[config.mk]
export PLATFORM = sky130hd
export DESIGN_NAME = dma_len_counter
export DESIGN_NICKNAME = d
export VERILOG_FILES = /design/src/rtl/dmalc_pkg.sv /design/src/rtl/dmalc_min.sv /design/src/rtl/dmalc_len_calc.sv /design/src/rtl/dmalc_status.sv /design/src/rtl/dma_len_counter.sv
export SDC_FILE = /design/constraint.sdc
export NUM_CORES = 1
export LEC_CHECK = 0
export BUFFER_PORTS_ARGS = -buffer_cell sky130_fd_sc_hd__buf_2
export CORE_ASPECT_RATIO = 0.9
export CORE_MARGIN = 5
export CORE_UTILIZATION = 55
export CTS_CLUSTER_DIAMETER = 100
export DETAILED_ROUTE_END_ITERATION = 10
export GPL_ROUTABILITY_DRIVEN = 0
export GPL_TIMING_DRIVEN = 1
export HOLD_SLACK_MARGIN = 0.05
export PLACE_DENSITY = 0.82
export SLEW_MARGIN = 25
export SYNTH_ARGS = -nofsm -noshare
export SYNTH_HDL_FRONTEND = slang
export SYNTH_SLANG_ARGS = --single-unit
[constraint.sdc]
create_clock -name clk -period 6.3 [get_ports clk]
set_input_delay 0.315 -clock clk [delete_from_list [all_inputs] [get_ports clk]]
set_output_delay 0.315 -clock clk [all_outputs]
set_load 0.005 [all_outputs]
[src/rtl/dmalc_pkg.sv]
package dmalc_pkg;
   localparam int BYTE_W = 8;
   localparam logic [BYTE_W-1:0] INTR_BUS_SVC = 8'h10;
endpackage

[src/rtl/dmalc_min.sv]
module dmalc_min #(
   parameter int W = 8
) (
   input  logic [W-1:0] a,
   input  logic [W-1:0] b,
   output logic [W-1:0] y
);
   assign y = (a < b) ? a : b;
endmodule

[src/rtl/dmalc_len_calc.sv]
module dmalc_len_calc #(
   parameter int CNT_W       = 16,
   parameter int CMD_CAP     = 32,
   parameter bit ZERO_IS_MAX = 1'b1
) (
   input  logic [CNT_W-1:0] cnt,
   input  logic             cmd_phase,
   input  logic [CNT_W+1:0] pend,
   output logic [CNT_W:0]   eff
);
   localparam int LW = CNT_W + 1;
   localparam int PW = CNT_W + 2;

   logic [LW-1:0] prog_len;
   logic [PW-1:0] mag;
   logic [PW-1:0] cap;
   logic [LW-1:0] cap_fit;

   generate
      if (ZERO_IS_MAX) begin : g_zero_max
         assign prog_len = (cnt == '0) ? (LW'(1) << CNT_W) : LW'(cnt);
      end else begin : g_zero_zero
         assign prog_len = LW'(cnt);
      end
   endgenerate

   assign mag     = pend[PW-1] ? (~pend + PW'(1)) : pend;
   assign cap     = cmd_phase ? PW'(CMD_CAP) : mag;
   assign cap_fit = cap[PW-1] ? prog_len : cap[LW-1:0];

   dmalc_min #(.W(LW)) u_min (.a(prog_len), .b(cap_fit), .y(eff));
endmodule

[src/rtl/dmalc_status.sv]
module dmalc_status
   import dmalc_pkg::*;
(
   input  logic              clk,
   input  logic              rst_n,
   input  logic              start_acc,
   input  logic              fin,
   input  logic              irq_ack,
   output logic              tc_stat,
   output logic              irq,
   output logic [BYTE_W-1:0] intr_code,
   output logic              seq_flags_clr
);
   always_ff @(posedge clk or negedge rst_n) begin
      if (!rst_n) begin
         tc_stat       <= 1'b0;
         irq           <= 1'b0;
         intr_code     <= '0;
         seq_flags_clr <= 1'b0;
      end else begin
         seq_flags_clr <= fin;
         if (fin) begin
            tc_stat   <= 1'b1;
            irq       <= 1'b1;
            intr_code <= INTR_BUS_SVC;
         end else begin
            if (start_acc) tc_stat <= 1'b0;
            if (irq_ack) begin
               irq       <= 1'b0;
               intr_code <= '0;
            end
         end
      end
   end
endmodule

[src/rtl/dma_len_counter.sv]
module dma_len_counter
   import dmalc_pkg::*;
#(
   parameter int CNT_W       = 16,
   parameter int CMD_CAP     = 32,
   parameter bit ZERO_IS_MAX = 1'b1
) (
   input  logic                     clk,
   input  logic                     rst_n,
   input  logic [CNT_W/BYTE_W-1:0]  prog_wr,
   input  logic [BYTE_W-1:0]        prog_byte,
   input  logic                     issue,
   input  logic                     issue_dma,
   input  logic                     pend_set,
   input  logic [CNT_W+1:0]         pend_val,
   input  logic                     start,
   input  logic                     cmd_phase,
   input  logic                     tgt_arrive,
   input  logic [CNT_W:0]           tgt_len,
   input  logic                     tgt_end,
   output logic                     chunk_valid,
   output logic [CNT_W:0]           chunk_len,
   output logic                     chunk_to_tgt,
   input  logic                     chunk_done,
   output logic                     tgt_next,
   input  logic                     irq_ack,
   output logic                     busy,
   output logic [CNT_W-1:0]         work_cnt,
   output logic [CNT_W:0]           remaining,
   output logic [CNT_W+1:0]         pend_cnt,
   output logic                     tc_stat,
   output logic                     irq,
   output logic [BYTE_W-1:0]        intr_code,
   output logic                     seq_flags_clr
);
   localparam int NB = CNT_W / BYTE_W;
   localparam int LW = CNT_W + 1;
   localparam int PW = CNT_W + 2;

   generate
      if (CNT_W < BYTE_W || (CNT_W % BYTE_W) != 0) begin : g_bad_width
         $error("CNT_W must be a nonzero multiple of the byte width");
      end
      if (CMD_CAP < 1 || CMD_CAP >= (1 << LW)) begin : g_bad_cap
         $error("CMD_CAP must be positive and fit the length width");
      end
   endgenerate

   logic                 cmd_mode;
   logic [LW-1:0]        avail;
   logic signed [PW-1:0] pend_q;
   logic [LW-1:0]        eff_len;
   logic [LW-1:0]        sized;
   logic                 fin;

   // staged and working count, one byte lane per generate iteration
   generate
      for (genvar k = 0; k < NB; k++) begin : g_lane
         logic [BYTE_W-1:0] stage_q;
         logic [BYTE_W-1:0] work_q;
         always_ff @(posedge clk or negedge rst_n) begin
            if (!rst_n)            stage_q <= '0;
            else if (prog_wr[k])   stage_q <= prog_byte;
         end
         always_ff @(posedge clk or negedge rst_n) begin
            if (!rst_n)                  work_q <= '0;
            else if (fin)                work_q <= '0;
            else if (issue && issue_dma) work_q <= stage_q;
         end
         assign work_cnt[k*BYTE_W +: BYTE_W] = work_q;
      end
   endgenerate

   dmalc_len_calc #(.CNT_W(CNT_W), .CMD_CAP(CMD_CAP), .ZERO_IS_MAX(ZERO_IS_MAX)) u_len (
      .cnt(work_cnt), .cmd_phase(cmd_phase), .pend(pend_q), .eff(eff_len));

   dmalc_min #(.W(LW)) u_chunk_size (.a(remaining), .b(avail), .y(sized));

   // effect of the chunk being acknowledged
   logic                 done_ev;
   logic signed [PW-1:0] step;
   logic [LW-1:0]        rem_nx;
   logic [LW-1:0]        av_nx;
   logic signed [PW-1:0] pend_nx;
   logic                 defer;
   logic                 fin_chunk;
   logic                 fin_arrive;
   logic                 fin_end;
   logic                 cmd_finish;
   logic                 start_acc;
   logic                 pend_le0;

   assign done_ev    = chunk_valid && chunk_done;
   assign step       = $signed(PW'(chunk_len));
   assign rem_nx     = remaining - chunk_len;
   assign av_nx      = avail - chunk_len;
   assign pend_nx    = chunk_to_tgt ? (pend_q + step) : (pend_q - step);
   assign defer      = chunk_to_tgt || (rem_nx != '0) || (pend_nx == '0);
   assign pend_le0   = pend_q[PW-1] || (pend_q == '0);
   assign fin_chunk  = done_ev && !cmd_mode && ((av_nx != '0) || !defer);
   assign fin_arrive = tgt_arrive && busy && !cmd_mode && !chunk_valid
                       && (remaining == '0) && pend_le0;
   assign fin_end    = tgt_end && busy;
   assign fin        = fin_chunk || fin_arrive || fin_end;
   assign cmd_finish = done_ev && cmd_mode;
   assign start_acc  = start && !busy;

   always_ff @(posedge clk or negedge rst_n) begin
      if (!rst_n) begin
         busy         <= 1'b0;
         cmd_mode     <= 1'b0;
         remaining    <= '0;
         avail        <= '0;
         pend_q       <= '0;
         chunk_valid  <= 1'b0;
         chunk_len    <= '0;
         chunk_to_tgt <= 1'b0;
         tgt_next     <= 1'b0;
      end else begin
         tgt_next <= done_ev && !cmd_mode && (av_nx == '0);

         if (start_acc)                busy <= 1'b1;
         else if (fin || cmd_finish)   busy <= 1'b0;

         if (start_acc) cmd_mode <= cmd_phase;

         if (fin_end)        remaining <= '0;
         else if (start_acc) remaining <= eff_len;
         else if (done_ev)   remaining <= rem_nx;

         if (fin_end)                  avail <= '0;
         else if (tgt_arrive)          avail <= tgt_len;
         else if (done_ev && !cmd_mode) avail <= av_nx;

         if (fin_end || cmd_finish)     pend_q <= '0;
         else if (done_ev)              pend_q <= pend_nx;
         else if (pend_set && !busy)    pend_q <= $signed(pend_val);

         if (done_ev || fin_end) begin
            chunk_valid <= 1'b0;
         end else if (!chunk_valid && busy && (remaining != '0)
                      && (cmd_mode || (avail != '0))) begin
            chunk_valid  <= 1'b1;
            chunk_len    <= cmd_mode ? remaining : sized;
            chunk_to_tgt <= cmd_mode || pend_q[PW-1];
         end
      end
   end

   assign pend_cnt = pend_q;

   dmalc_status u_status (
      .clk(clk), .rst_n(rst_n), .start_acc(start_acc), .fin(fin), .irq_ack(irq_ack),
      .tc_stat(tc_stat), .irq(irq), .intr_code(intr_code), .seq_flags_clr(seq_flags_clr));
endmodule

# --- Yosys cells after proc, flatten, opt, wreduce, memory -nomap -nowiden ---
# Index checks and enable logic that the tools add are counted.
word_totals:
  register_bits: 117
  in_bits: 56
  output_inout_bits: 83
  word_cells: 107
classes:
  add_sub_neg: 5
  order_cmp: 2
  muxes: 31
  bitwise_logic: 2
  reduce_logical: 50
ops:
  columns: ["op", "n"]
  rows:
  - ["17-bit 2-to-1 mux", 11]
  - ["18-bit 2-to-1 mux", 6]
  - ["17-bit nonzero test", 4]
  - ["8-bit 2-to-1 mux", 6]
  - ["18-bit logical NOT", 2]
  - ["17-bit logical NOT", 2]
  - ["17-bit < comparator", 2]
  - ["17-bit subtractor", 2]
  - ["18-bit by 1-bit adder with 18-bit output (second input constant)", 1]
  - ["18-bit adder", 1]
  - ["18-bit NOT", 1]
  - ["18-bit subtractor", 1]
  - ["1-bit logical AND", 17]
  - ["16-bit logical NOT", 1]
  - ["1-bit logical OR", 11]
  - ["2-bit nonzero test", 5]
  - ["3-bit nonzero test", 3]
  - ["1-bit 2-to-1 mux", 8]
  - ["1-bit logical NOT", 4]
  - ["2-bit AND reduction", 1]
  - ["1-bit NOT", 1]

# --- Longest topological paths before layout ---
# Gate-level depths: netlist of the first run.
logic_depth:
  depth_word: 12
  mapped_depth: 19

# --- By module ---
# A second synthesis of the first run with hierarchy kept.
hier_totals:
  hier_cells: 1264
  hier_area_um2: 10431.3
by_module_without_submodules:
  columns: ["module", "n_inst", "cells_per_inst", "area_per_inst_um2"]
  rows:
  - ["dma_len_counter", 1, 991, 8247.9]
  - ["dmalc_min", 2, 74, 666.9]
  - ["dmalc_len_calc", 1, 109, 688.2]
  - ["dmalc_status", 1, 16, 161.4]

# --- Worst setup path before layout of the first run ---
# OpenSTA, ideal clock, no wires.
synth_path:
  path_type: "reg-to-reg"
  start: "register chunk_len[8]"
  end: "register g_lane[0].work_q[0]"
  setup_time_ps: 94
  t_arrival_ps: 4283
  t_required_ps: 6206
  setup_slack_ps: 1922
  stages_incl_launch_ff: 19
  path_cell_list: "dfrtp_1 -> or3_1 -> nor4_1 -> and2_1 -> nor2_1 -> xnor2_1 -> ha_1 -> clkbuf_1 -> and4_1 -> or3b_2 -> a21o_1 -> a21boi_1 -> o22ai_1 -> nor4_1 -> nand4_1 -> a31o_1 -> buf_6 -> buf_12 -> a221oi_2"
synth_via:
  elab_chain_len: 10
  elab_cells_between_ends: 17
  cone_classes: "add/sub (4); mux (2); reduce/logical (11)"
synth_lines:
  columns: ["element", "line_no", "source"]
  rows:
  - ["start: declaration", "dma_len_counter.sv:22", "output logic [CNT_W:0] chunk_len,"]
  - ["start signal: assignment", "dma_len_counter.sv:144", "chunk_len <= cmd_mode ? remaining : sized;"]
  - ["18-bit subtractor (tied with other cells)", "dma_len_counter.sv:97", "assign pend_nx = chunk_to_tgt ? (pend_q + step) : (pend_q - step);"]
  - ["18-bit 2-to-1 mux or 17-bit nonzero test (tied branches)", "dma_len_counter.sv:97, dma_len_counter.sv:98", null]
  - ["18-bit logical NOT or 1-bit logical OR (tied branches)", "dma_len_counter.sv:98", "assign defer = chunk_to_tgt || (rem_nx != '0) || (pend_nx == '0);"]
  - ["1-bit logical OR", "dma_len_counter.sv:98", null]
  - ["1-bit logical NOT", "dma_len_counter.sv:100", "assign fin_chunk = done_ev && !cmd_mode && ((av_nx != '0) || !defer);"]
  - ["1-bit logical OR *", "dma_len_counter.sv:100", null]
  - ["1-bit logical AND *", "dma_len_counter.sv:100", null]
  - ["1-bit logical OR * (2 in a row)", "dma_len_counter.sv:104", "assign fin = fin_chunk || fin_arrive || fin_end;"]
  - ["8-bit 2-to-1 mux or 2-bit nonzero test (tied branches)", null, null]
  - ["end signal: assignment", "dma_len_counter.sv:68", "else if (issue && issue_dma) work_q <= stage_q;"]
  - ["end: declaration", "dma_len_counter.sv:60", "logic [BYTE_W-1:0] work_q;"]
# Every way passes the cells marked *; elsewhere a longest branch is shown, timed or not.
# A chain may end at the register's enable or synchronous reset.

# --- Worst setup path in the final report of the first run ---
layout_path:
  start: "register chunk_len[7]"
  end: "register u_status.tc_stat"
layout_via:
  elab_chain_len: 10
  elab_cells_between_ends: 17
  cone_classes: "add/sub (4); mux (2); reduce/logical (11)"
layout_lines:
  columns: ["element", "line_no", "source"]
  rows:
  - ["18-bit subtractor (tied with other cells)", "dma_len_counter.sv:97", null]
  - ["18-bit 2-to-1 mux or 17-bit nonzero test (tied branches)", "dma_len_counter.sv:97, dma_len_counter.sv:98", null]
  - ["18-bit logical NOT or 1-bit logical OR (tied branches)", "dma_len_counter.sv:98", null]
  - ["1-bit logical OR", "dma_len_counter.sv:98", null]
  - ["1-bit logical NOT", "dma_len_counter.sv:100", null]
  - ["1-bit logical OR *", "dma_len_counter.sv:100", null]
  - ["1-bit logical AND *", "dma_len_counter.sv:100", null]
  - ["1-bit logical OR * (2 in a row)", "dma_len_counter.sv:104", null]
  - ["1-bit 2-to-1 mux or 2-bit nonzero test (tied branches)", null, null]
  - ["end signal: assignment", "dmalc_status.sv:16", "tc_stat <= 1'b0;"]
  - ["end signal: assignment", "dmalc_status.sv:23", "tc_stat <= 1'b1;"]
  - ["end signal: assignment", "dmalc_status.sv:27", "if (start_acc) tc_stat <= 1'b0;"]
  - ["end: declaration", "dmalc_status.sv:9", "output logic tc_stat,"]
# Marked as above.

==> results of run 1 <==
[synth_stat cells (18+ instances only)]
| cell | instances |
|---|---|
| o221ai_1 | 18 |
| a21oi_1 | 101 |
| nor2_1 | 98 |
| nor4_1 | 27 |
| xor2_1 | 18 |
| a21o_1 | 26 |
| nor3_1 | 34 |
| xnor2_1 | 46 |
| mux2_2 | 18 |
| nand2_1 | 124 |
| inv_1 | 55 |
| ha_1 | 85 |
| clkbuf_1 | 70 |
| nand3_1 | 48 |
| mux2i_1 | 23 |
| o21ai_0 | 59 |
| dfrtp_1 | 109 |
[layout make-up]
class	count	area, µm²	area share, %
multi-input cells	975	6650	60.8
flip-flops and latches	109	2730	24.9
repair buffers	140	728	6.66
well taps	240	300	2.75
clock buffers	9	225	2.06
inverters	55	206	1.89
clock inverters	7	104	0.949
[repair_timing]
| item | 4_1_cts | 5_1_grt |
|---|---|---|
| hold buffers | 1 | 0 |
| endpoints found under the hold margin | 49 | 0 |
| setup buffers | 0 | 0 |
[kinds of logic after synthesis]
kind of cell | after synthesis | synth area share [%]
AO/OA/AOI/OAI | 347 | 24.0
XOR/XNOR | 65 | 5.90
adder cells (fa/ha/maj) | 88 | 11.4
buffers and inverters | 137 | 5.75
flip-flops | 109 | 27.6
multiplexers | 41 | 4.38
other | 1 | 0.0379
AND/OR/NAND/NOR | 427 | 21.0
[flip-flops by register name (all words and copies together), names as in the netlist]
signal                  flops
chunk_len                  17
tgt_next                    1
remaining                  17
cmd_mode                    1
u_status.tc_stat            1
u_status.intr_code          1
g_lane.work_q              16
u_status.seq_flags_clr      1
chunk_valid                 1
g_lane.stage_q             16
pend_cnt                   18
avail                      17
chunk_to_tgt                1
busy                        1
[layer usage]
metal	GRT usage, %	part of all wire, %	vias up
li1	-	-	4600
met1	43.2	43	4723
met2	46.3	44	560
met3	5.23	11	75
met4	8.46	2.6	0
met5	0	0	-
[worst min path at each step]
stage | start | end | cells after the start
after floorplan | rst_n | avail[0] | 0
after global placement | rst_n | tgt_next | 1
after detailed placement | rst_n | tgt_next | 1
after CTS | tgt_len[0] | avail[0] | 3
after global routing | prog_byte[3] | g_lane[0].stage_q[3] | 2
final | tgt_len[0] | avail[0] | 3
[power groups by stage]
stage          Sequential [mW]  Combinational (mW)  Clock (mW)
2_1_floorplan             1.17                3.69           0
3_3_place_gp              1.34                4.77           0
3_5_place_dp              1.35                4.86           0
4_1_cts                   1.34                4.92       0.634
5_1_grt                   1.38                5.52       0.658
6_report                  1.36                5.04       0.629
[metrics by stage]
stage / util (%) / worst slack [ns] / cell area [µm²] / total power [mW] / std cells
4_1_cts: 61.9 / 1.29 / 10900 / 6.89 / 1535
6_report: 61.9 / 1.17 / 10900 / 7.03 / 1535
2_1_floorplan: - / 1.92 / 9910 / 4.86 / 1221
3_3_place_gp: 59.9 / 1.41 / 10600 / 6.11 / 1518
3_5_place_dp: 59.9 / 1.29 / 10600 / 6.21 / 1518
5_1_grt: 61.9 / 0.978 / 10900 / 7.56 / 1535
[worst max-delay path, stage by stage, from the launching register on]
cell      delay, ns
dfrtp_1        0.42
or3_1          0.37
nor4_1         0.45
and2_1         0.26
nor2_1         0.07
xnor2_1        0.16
ha_1           0.42
and4_1         0.30
or3b_2         0.47
a21o_1         0.18
a21boi_1       0.22
o22ai_1        0.13
nor4_1         0.29
nand4_1        0.24
a31o_1         0.57
a221o_1        0.46
==> results.md, run 1 <==
* Most frequent cells in the layout: buf_2 (130), nand2_1 (123), dfrtp_1 (109)
* Reg clk slew, reported paths at 0.09 ns
* Outcome: completed
* Largest net degree at the start of global routing at 61
* Max clock buf depth at 2
* Layout area overhead at 10.6%
* Mapped Cells at 1,215
* Leak at 4.98 nW
* CTS H-tree depth at 3
* Clk pwr share at under 10%
* Sink Count at 109
* Crit. Startpoint: chunk_len[7]
* Main synth FF type: dfrtp_1
* RSZ-0062 raised after global routing: no
* Max_cap viols at 0
* Crit path DAT at around 5.4 ns
* Yosys top cell area share at 27.6%
* Final period util at 81.4%
* Initial Utilization at 56.0%
* Hold slack final at 0.171 ns
* Fraction of registers with async set/reset at 100%
* Inserted Clock Buffers at 9
* Crit path max fanout at 19
* Die H at 137 µm
* # rows at 46
* CTS tree: built
* Worst-Margin Slew at 0.910 ns
* Peak VDD IR at 0.265 mV
* Overall routing resource usage at 29.9%
* Sw Pwr at between 3 and 4 mW
* Top cells by area, synth: dfrtp_1 (28%), ha_1 (11%), a21oi_1 (5.1%)
* N_diodes at 0
* Synthesized area at 0.00989 mm²
* Chip Width at 151 µm
* Pre-antenna DRT Iters at 10
* Layout cell share with drive strength beyond 1 at 15.8%
* Clk_skew at between 0.01 and 0.015 ns
* Top Ports at around 140
* Internal at around 3.2 mW
* YS warnings at 0
* Root Buffer: clkbuf_16
* Sequential power share at slightly below 20%
* Critical Path RT at 6.56 ns
* Vias in the first global route at 9,069
* Crit path kind: reg2reg
* Syn Area/Cell at 8.14 µm²
* Pins over their slew limit at 0
* Critical Path Source Type: register
* Final Hold Fails at 0
* Post-route DRC at 0
* Buffers on Ports at 131
* Die area at 0.0208 mm²
* FMAX at 195 MHz
* Switching Share at 54.1%
* Vias at 9,958
* Worst Reg-to-Reg Cells at 15
* Reg2reg setup slack at between 1 and 1.5 ns
* Register bit total from synthesis at 109
* Commonest non-fill, non-tap cell in the layout: buf_2
* Setup TNS at 0 ns
* Setup crit end kind: register
* Reg-to-Reg Start: chunk_len[7]
* Final min period at 5.13 ns
* Starting DRT DRC Count at around 1.1k
* Setup violators final at 0
* Register area share after synthesis at 27.6%
* CTS resizes at 0
* GR Overflow Total at 0
* Post-Route WL at between 30 and 40 mm
* Drt via density at 6.49
* Worst hold path type: in2reg
* Combinational power share at between 70% and 80%
* EDFF count, synth at 0
* Post-route ant nets at 0
* CP Capture Point: u_status.tc_stat
* Distinct cells, synth at 80
* Power per cell area at 642 mW/mm²
* Rel. slew slack at 39.3%
* DR WL/cell at 20.4 µm
* Worst reg2reg endpoint: u_status.tc_stat
* Final net count at 1,434
* Antenna violations before repair at 0
* Total core area at 0.0177 mm²
* Detailed placement HPWL at 23.7 mm
* First-pass GRT wire length at 49.1 mm
* Clk_lat worst skew at 0.38 ns
* Cell taking the most area after synthesis: dfrtp_1
* Filler Cell Count at 1,584
(Power assumes the default switching activity.)
==> run 2, diff against run 1 <==
==> constraint.sdc (replaced) <==
create_clock -name clk -period 5.2 [get_ports clk]
set_input_delay 0.26 -clock clk [delete_from_list [all_inputs] [get_ports clk]]
set_output_delay 0.26 -clock clk [all_outputs]
set_load 0.005 [all_outputs]
==> run 2 against run 1 <==
  * Count of clock-buffer cells in the layout is the same
  * Non-clock buffer count rose by 3
  * Worst hold slack worse by 0.058 ns
  * Combinational power grew 22%
  * First-iteration DRC count fell by 2.4%
  * Critical path type unchanged
  * Largest power group unchanged
==> results.md, run 2 (synthesized netlist as in run 1, its figures left out) <==
* Final min period at 4.86 ns
* Max clock buf depth at 2
* Reg2reg setup slack at 0.34 ns
* Clk_lat worst skew at approximately 0.38 ns
* Slowest cell on the critical path: or3b_2
* RSZ-0062 raised after global routing: no
* Outcome: completed
* Total core area at about 0.018 mm²
* Vias in the first global route at slightly above 9k
* Hold slack final at between 0.1 and 0.15 ns
* Layout cell share with drive strength beyond 1 at 16.1%
* Top Ports at ~140
* Initial Utilization at 56.0%
* Pins over their slew limit at 0
* Rel. slew slack at 38.2%
* Pre-antenna DRT Iters at 6
* Post-Layout Cell Count at approximately 1.5k
* Crit path DAT at roughly 5.1 ns
* Setup crit end kind: register
* Final Hold Fails at 0
* CP cell instances: inv_1 -> ha_1 -> and3_1 -> and2_1 -> nor2_1 -> xnor2_1 -> ha_1 -> and4_1 -> or3b_2 -> a21o_1 -> a21boi_1 -> o22ai_1 -> nor4_1 -> nand4_1 -> a31o_2 -> a221o_1
* Max FFs per register at 18
* Post-CTS Setup Inserts at 0
* Die area at 0.0208 mm²
* Largest net degree at the start of global routing at 71
* Peak VDD IR at 0.404 mV
* Post-route ant nets at 0
* Power per cell area at 780 mW/mm²
* Die H at 137 µm
* Antenna violations before repair at 0
* Crit. Startpoint: chunk_len[1]
* CP Capture Point: u_status.tc_stat
* Clk_skew at 0.0203 ns
* Chip Width at 151 µm
* Crit path kind: reg2reg
* GR Overflow Total at 0
* # rows at 46
* CTS H-tree depth at 3
* Most frequent cells in the layout: buf_2 (130), nand2_1 (123), dfrtp_1 (109)
* Worst hold path type: in2reg
* First-pass GRT wire length at 49.6 mm
* Worst stage delay on the critical path at between 0.4 and 0.5 ns
* Sink Count at around 110
* Worst Reg-to-Reg Cells at 16
* Reg-to-Reg Start: chunk_len[1]
* Root Buffer: clkbuf_16
* Drt via density at 6.59
* Final period util at 93.5%
* Inserted Clock Buffers at 9
* Buffers on Ports at 131
* Hold Path Depth at 2
* Setup violators final at 0
* Vias at between 10k and 15k
* Worst reg2reg endpoint: u_status.tc_stat
* Critical Path RT at 5.46 ns
* Detailed placement HPWL at 24.0 mm
* FMAX at 206 MHz
* CTS tree: built
* CP dominant cell by count: ha_1
* Place WS at around 0.14 ns
* Filler Cell Count at approximately 1.6k
* Post-route DRC at 0
* Post-Route WL at 31.6 mm
* Final worst-path setup slack at ~0.34 ns
* Leak at approximately 5.0 nW
* Starting DRT DRC Count at ~1.1k
* Placed cell count at 1,521
* Overall routing resource usage at 30.3%
* Final net count at 1,437
* Worst-Margin Slew at 0.927 ns
* Max_cap viols at 0
* Reg clk slew, reported paths at 0.09 ns
* Setup TNS at 0 ns
* N_diodes at 0
* Commonest non-fill, non-tap cell in the layout: buf_2
* DR WL/cell at 20.5 µm
* Critical Path Source Type: register
* Crit path max fanout at 19
* Layout area overhead at 10.7%
## run 2: cell types whose count changed in the layout (fill, tap and decap cells not counted), sizes merged
cell and delta:
buf +3, clkinv -2, inv +2
## run 2: layout make-up
class                      instances  area [µm²]  area share, %
clock inverter                     7        91.3          0.834
sequential                       109        2730           24.9
clock buffer                       9         225           2.06
tap                              240         300           2.74
multi-input combinational        975        6650           60.7
timing repair buffer             143         751           6.86
inverter                          55         206           1.89
## run 2: repair_timing
action | CTS | global route
hold endpoints to repair | 39 | 0
hold buffers | 1 | 0
resized for setup | 0 | 2
endpoints found under the setup margin | 0 | 19
## run 2: stage by stage
step | instance area (µm²) | power [mW] | util, %
floorplan | 9910 | 5.89 | -
global placement | 10600 | 7.42 | 60.1
detailed placement | 10600 | 7.56 | 60.1
CTS | 10900 | 8.36 | 61.9
global route | 10900 | 9.20 | 62.0
finish | 10900 | 8.54 | 62.0
## run 2: worst max-delay path: cells and delay by family, from the launching register on
kind | cells | cell delay (ns)
xor gates and xnor gates | 1 | 0.16
AOI/OAI and AO/OA | 5 | 1.44
DFF | 1 | 0.42
and+or+nand+nor | 7 | 1.80
adders and majority gates | 2 | 0.66
buffers and inverters | 1 | 0.24
## run 2: worst min-delay path by stage
stage	start	endpoint	slack (ns)
after floorplan	rst_n	avail[0]	-0.04
after global placement	rst_n	tgt_next	0.27
after detailed placement	rst_n	tgt_next	0.27
after CTS	tgt_len[11]	avail[11]	0.11
after global routing	prog_byte[0]	g_lane[1].stage_q[0]	0.11
final	tgt_len[11]	avail[11]	0.11
## run 2: routing by layer
layer | track usage, % | part of all wire, % | up-vias
met5 | 0 | 0 | -
met4 | 9.92 | 2.9 | 0
met3 | 7.93 | 12 | 70
met2 | 45.3 | 43 | 635
met1 | 42.9 | 41 | 4812
li1 | - | - | 4621
## run 2: where the power goes
group | internal, mW | total [mW] | switching [mW]
registers | 1.11 | 1.63 | 0.527
logic | 2.46 | 6.16 | 3.70
clock network | 0.353 | 0.744 | 0.391
total | 3.92 | 8.54 | 4.62
==> run 3, diff against run 2 <==
--- a/config.mk
+++ b/config.mk
@@ -12,9 +12,10 @@
 export CTS_CLUSTER_DIAMETER = 100
 export DETAILED_ROUTE_END_ITERATION = 10
 export GPL_ROUTABILITY_DRIVEN = 0
-export GPL_TIMING_DRIVEN = 1
+export GPL_TIMING_DRIVEN = 0
 export HOLD_SLACK_MARGIN = 0.05
 export PLACE_DENSITY = 0.82
+export SETUP_SLACK_MARGIN = 0.4
 export SLEW_MARGIN = 25
 export SYNTH_ARGS = -nofsm -noshare
 export SYNTH_HDL_FRONTEND = slang
==> run 3 against run 2 <==
  * Count of clock-buffer cells in the layout did not move
  * Clock power is 2% higher
  * Largest power group unchanged
  * Sequential power about the same
  * Global-route usage increased by 1.7 points
  * Register-to-register slack better by 0.19 ns
  * Worst setup slack improved by 0.19 ns
  * Worst hold slack better by 0.0023 ns
  * Total power grew 2.4%
==> results.md, run 3 (synthesized netlist as in run 1, its figures left out) <==
* N_diodes at 0
* Post-route DRC at 0
* Worst stage delay on the critical path at 0.45 ns
* Starting DRT DRC Count at 1,430
* Vias at ~11k
* Sink Count at 109
* Buffers on Ports at 127
* Final min period at about 4.7 ns
* Vias in the first global route at 9,547
* CP top delay family: simple AND/OR/NAND/NOR gates
* Worst hold path type: in2reg
* Slowest cell on the critical path: or3b_2
* Final period util at 89.9%
* Inserted Clock Buffers at 9
* Post-Route WL at around 34 mm
* Final Hold Fails at 0
* Die area at 0.0208 mm²
* FMAX at 214 MHz
* Rel. slew slack at 31.9%
* Layout cell share with drive strength beyond 1 at 16.7%
* Post-Layout Cell Count at 1,614
* Chip Width at 151 µm
* Setup crit end kind: register
* Drt via density at 6.55
* Setup TNS at 0 ns
* Combinational power share at 72.6%
* Filler Cell Count at 1,507
* Switching Share at 54.2%
* Post-DP Area at 0.0109 mm²
* Pins over their slew limit at 0
* Top Ports at 139
* Root Buffer: clkbuf_16
* Sequential power share at 18.7%
* RSZ-0062 raised after global routing: no
* Worst path bufs/invs at 3
* Largest net degree at the start of global routing at 71
* DR WL/cell at 20.8 µm
* Total chip power at roughly 8.7 mW
* Pre-antenna DRT Iters at 8
* Max FFs per register at 18
* Final net count at 1,513
* Internal at approximately 4.0 mW
* Die H at 137 µm
* Max_cap viols at 0
* Most frequent cells in the layout: buf_2 (126), nand2_1 (124), dfrtp_1 (108)
* Clk pwr share at 8.7%
* Crit path max fanout at 10
* Overall routing resource usage at 32.0%
* Detailed placement HPWL at 25.8 mm
* Critical Path Source Type: register
* Setup violators final at 0
* Total core area at 0.0177 mm²
* Worst-Margin Slew at 1.02 ns
* Reg clk slew, reported paths at 0.10 ns
* Max clock buf depth at 2
* Critical Path RT at 5.49 ns
* GR Overflow Total at 0
* Crit path kind: reg2reg
* CP cell instances: or3_4 -> nor4_4 -> and2_4 -> nor2_1 -> xnor2_1 -> ha_1 -> buf_4 -> and4_4 -> or3b_2 -> a21o_1 -> a21boi_2 -> o22ai_1 -> nor4_1 -> nand4_1 -> a31o_1 -> buf_6 -> buf_12 -> a221oi_2
* Peak VDD IR at 0.322 mV
* Leak at 5.16 nW
* Place WS at ~0.085 ns
* Clk_lat worst skew at about 0.38 ns
* # rows at 46
* Antenna violations before repair at 0
* CTS tree: built
* Outcome: completed
* Initial Utilization at 56.0%
* Post-layout util at 64.5%
* Power per cell area at 767 mW/mm²
* Sw Pwr at 4.74 mW
* Crit path DAT at 4.97 ns
* First-pass GRT wire length at a little over 50 mm
* Layout area overhead at 15.2%
* Fin area at 0.0114 mm²
* CTS H-tree depth at 3
* Hold slack final at 0.116 ns
* Commonest non-fill, non-tap cell in the layout: buf_2
* Final worst-path setup slack at 0.525 ns
* Placed cell count at 1,589
* Post-route ant nets at 0
* Clk_skew at roughly 0.021 ns
[run 3: cell count changes in the layout (fill, tap and decap cells not counted), sizes merged]
cell / change
inv: -1
clkinv: +1
buf: +7
clkbuf: +69
[run 3: path summary, 6_finish.rpt]
kind	endpoint	startpoint	slack (ns)	depth (start not counted)
max in group asynchronous	chunk_len[0]	rst_n	4.14	3
worst max register to register	g_lane[0].work_q[4]	chunk_len[7]	0.53	18
worst min register to register	g_lane[0].stage_q[2]	g_lane[0].stage_q[2]	0.52	1
min in group asynchronous	chunk_len[10]	rst_n	0.37	2
worst max-delay path	g_lane[0].work_q[4]	chunk_len[7]	0.53	18
worst min-delay path	g_lane[1].stage_q[4]	prog_byte[4]	0.12	2
[run 3: cell type report]
type                            count  area (µm²)  share of cell area, %
Buffer                             82         378                   3.32
Clock buffer                        9         225                   1.98
Clock inverter                      7         101                  0.889
Inverter                           55         209                   1.83
Multi-Input combinational cell    975        6710                   58.9
Sequential cell                   109        2730                   23.9
Tap cell                          240         300                   2.64
Timing Repair Buffer              137         739                   6.49
[run 3: power by group through the flow]
stage	Sequential, mW	Clock, mW	Combinational (mW)
finish	1.64	0.757	6.35
detailed placement	1.61	0	5.94
floorplan	1.42	0	4.47
global placement	1.59	0	5.80
global route	1.65	0.789	6.91
CTS	1.60	0.758	6.02
[run 3: timing repair]
item                                   4_1_cts  5_1_grt
pin swaps                                    2        7
setup endpoints to repair                   35       36
setup buffers                                0        8
gates resized for setup                     11       29
endpoints found under the hold margin       39        0
hold buffers                                 1        0
[run 3: routing by layer]
| metal | GRT usage, % | vias to the layer above | wire [µm] |
|---|---|---|---|
| met5 | 0 | - | 0 |
| met4 | 10.1 | 0 | 1070 |
| met3 | 7.30 | 109 | 4310 |
| met2 | 47.2 | 739 | 14200 |
| met1 | 46.7 | 4956 | 14000 |
| li1 | - | 4774 | - |
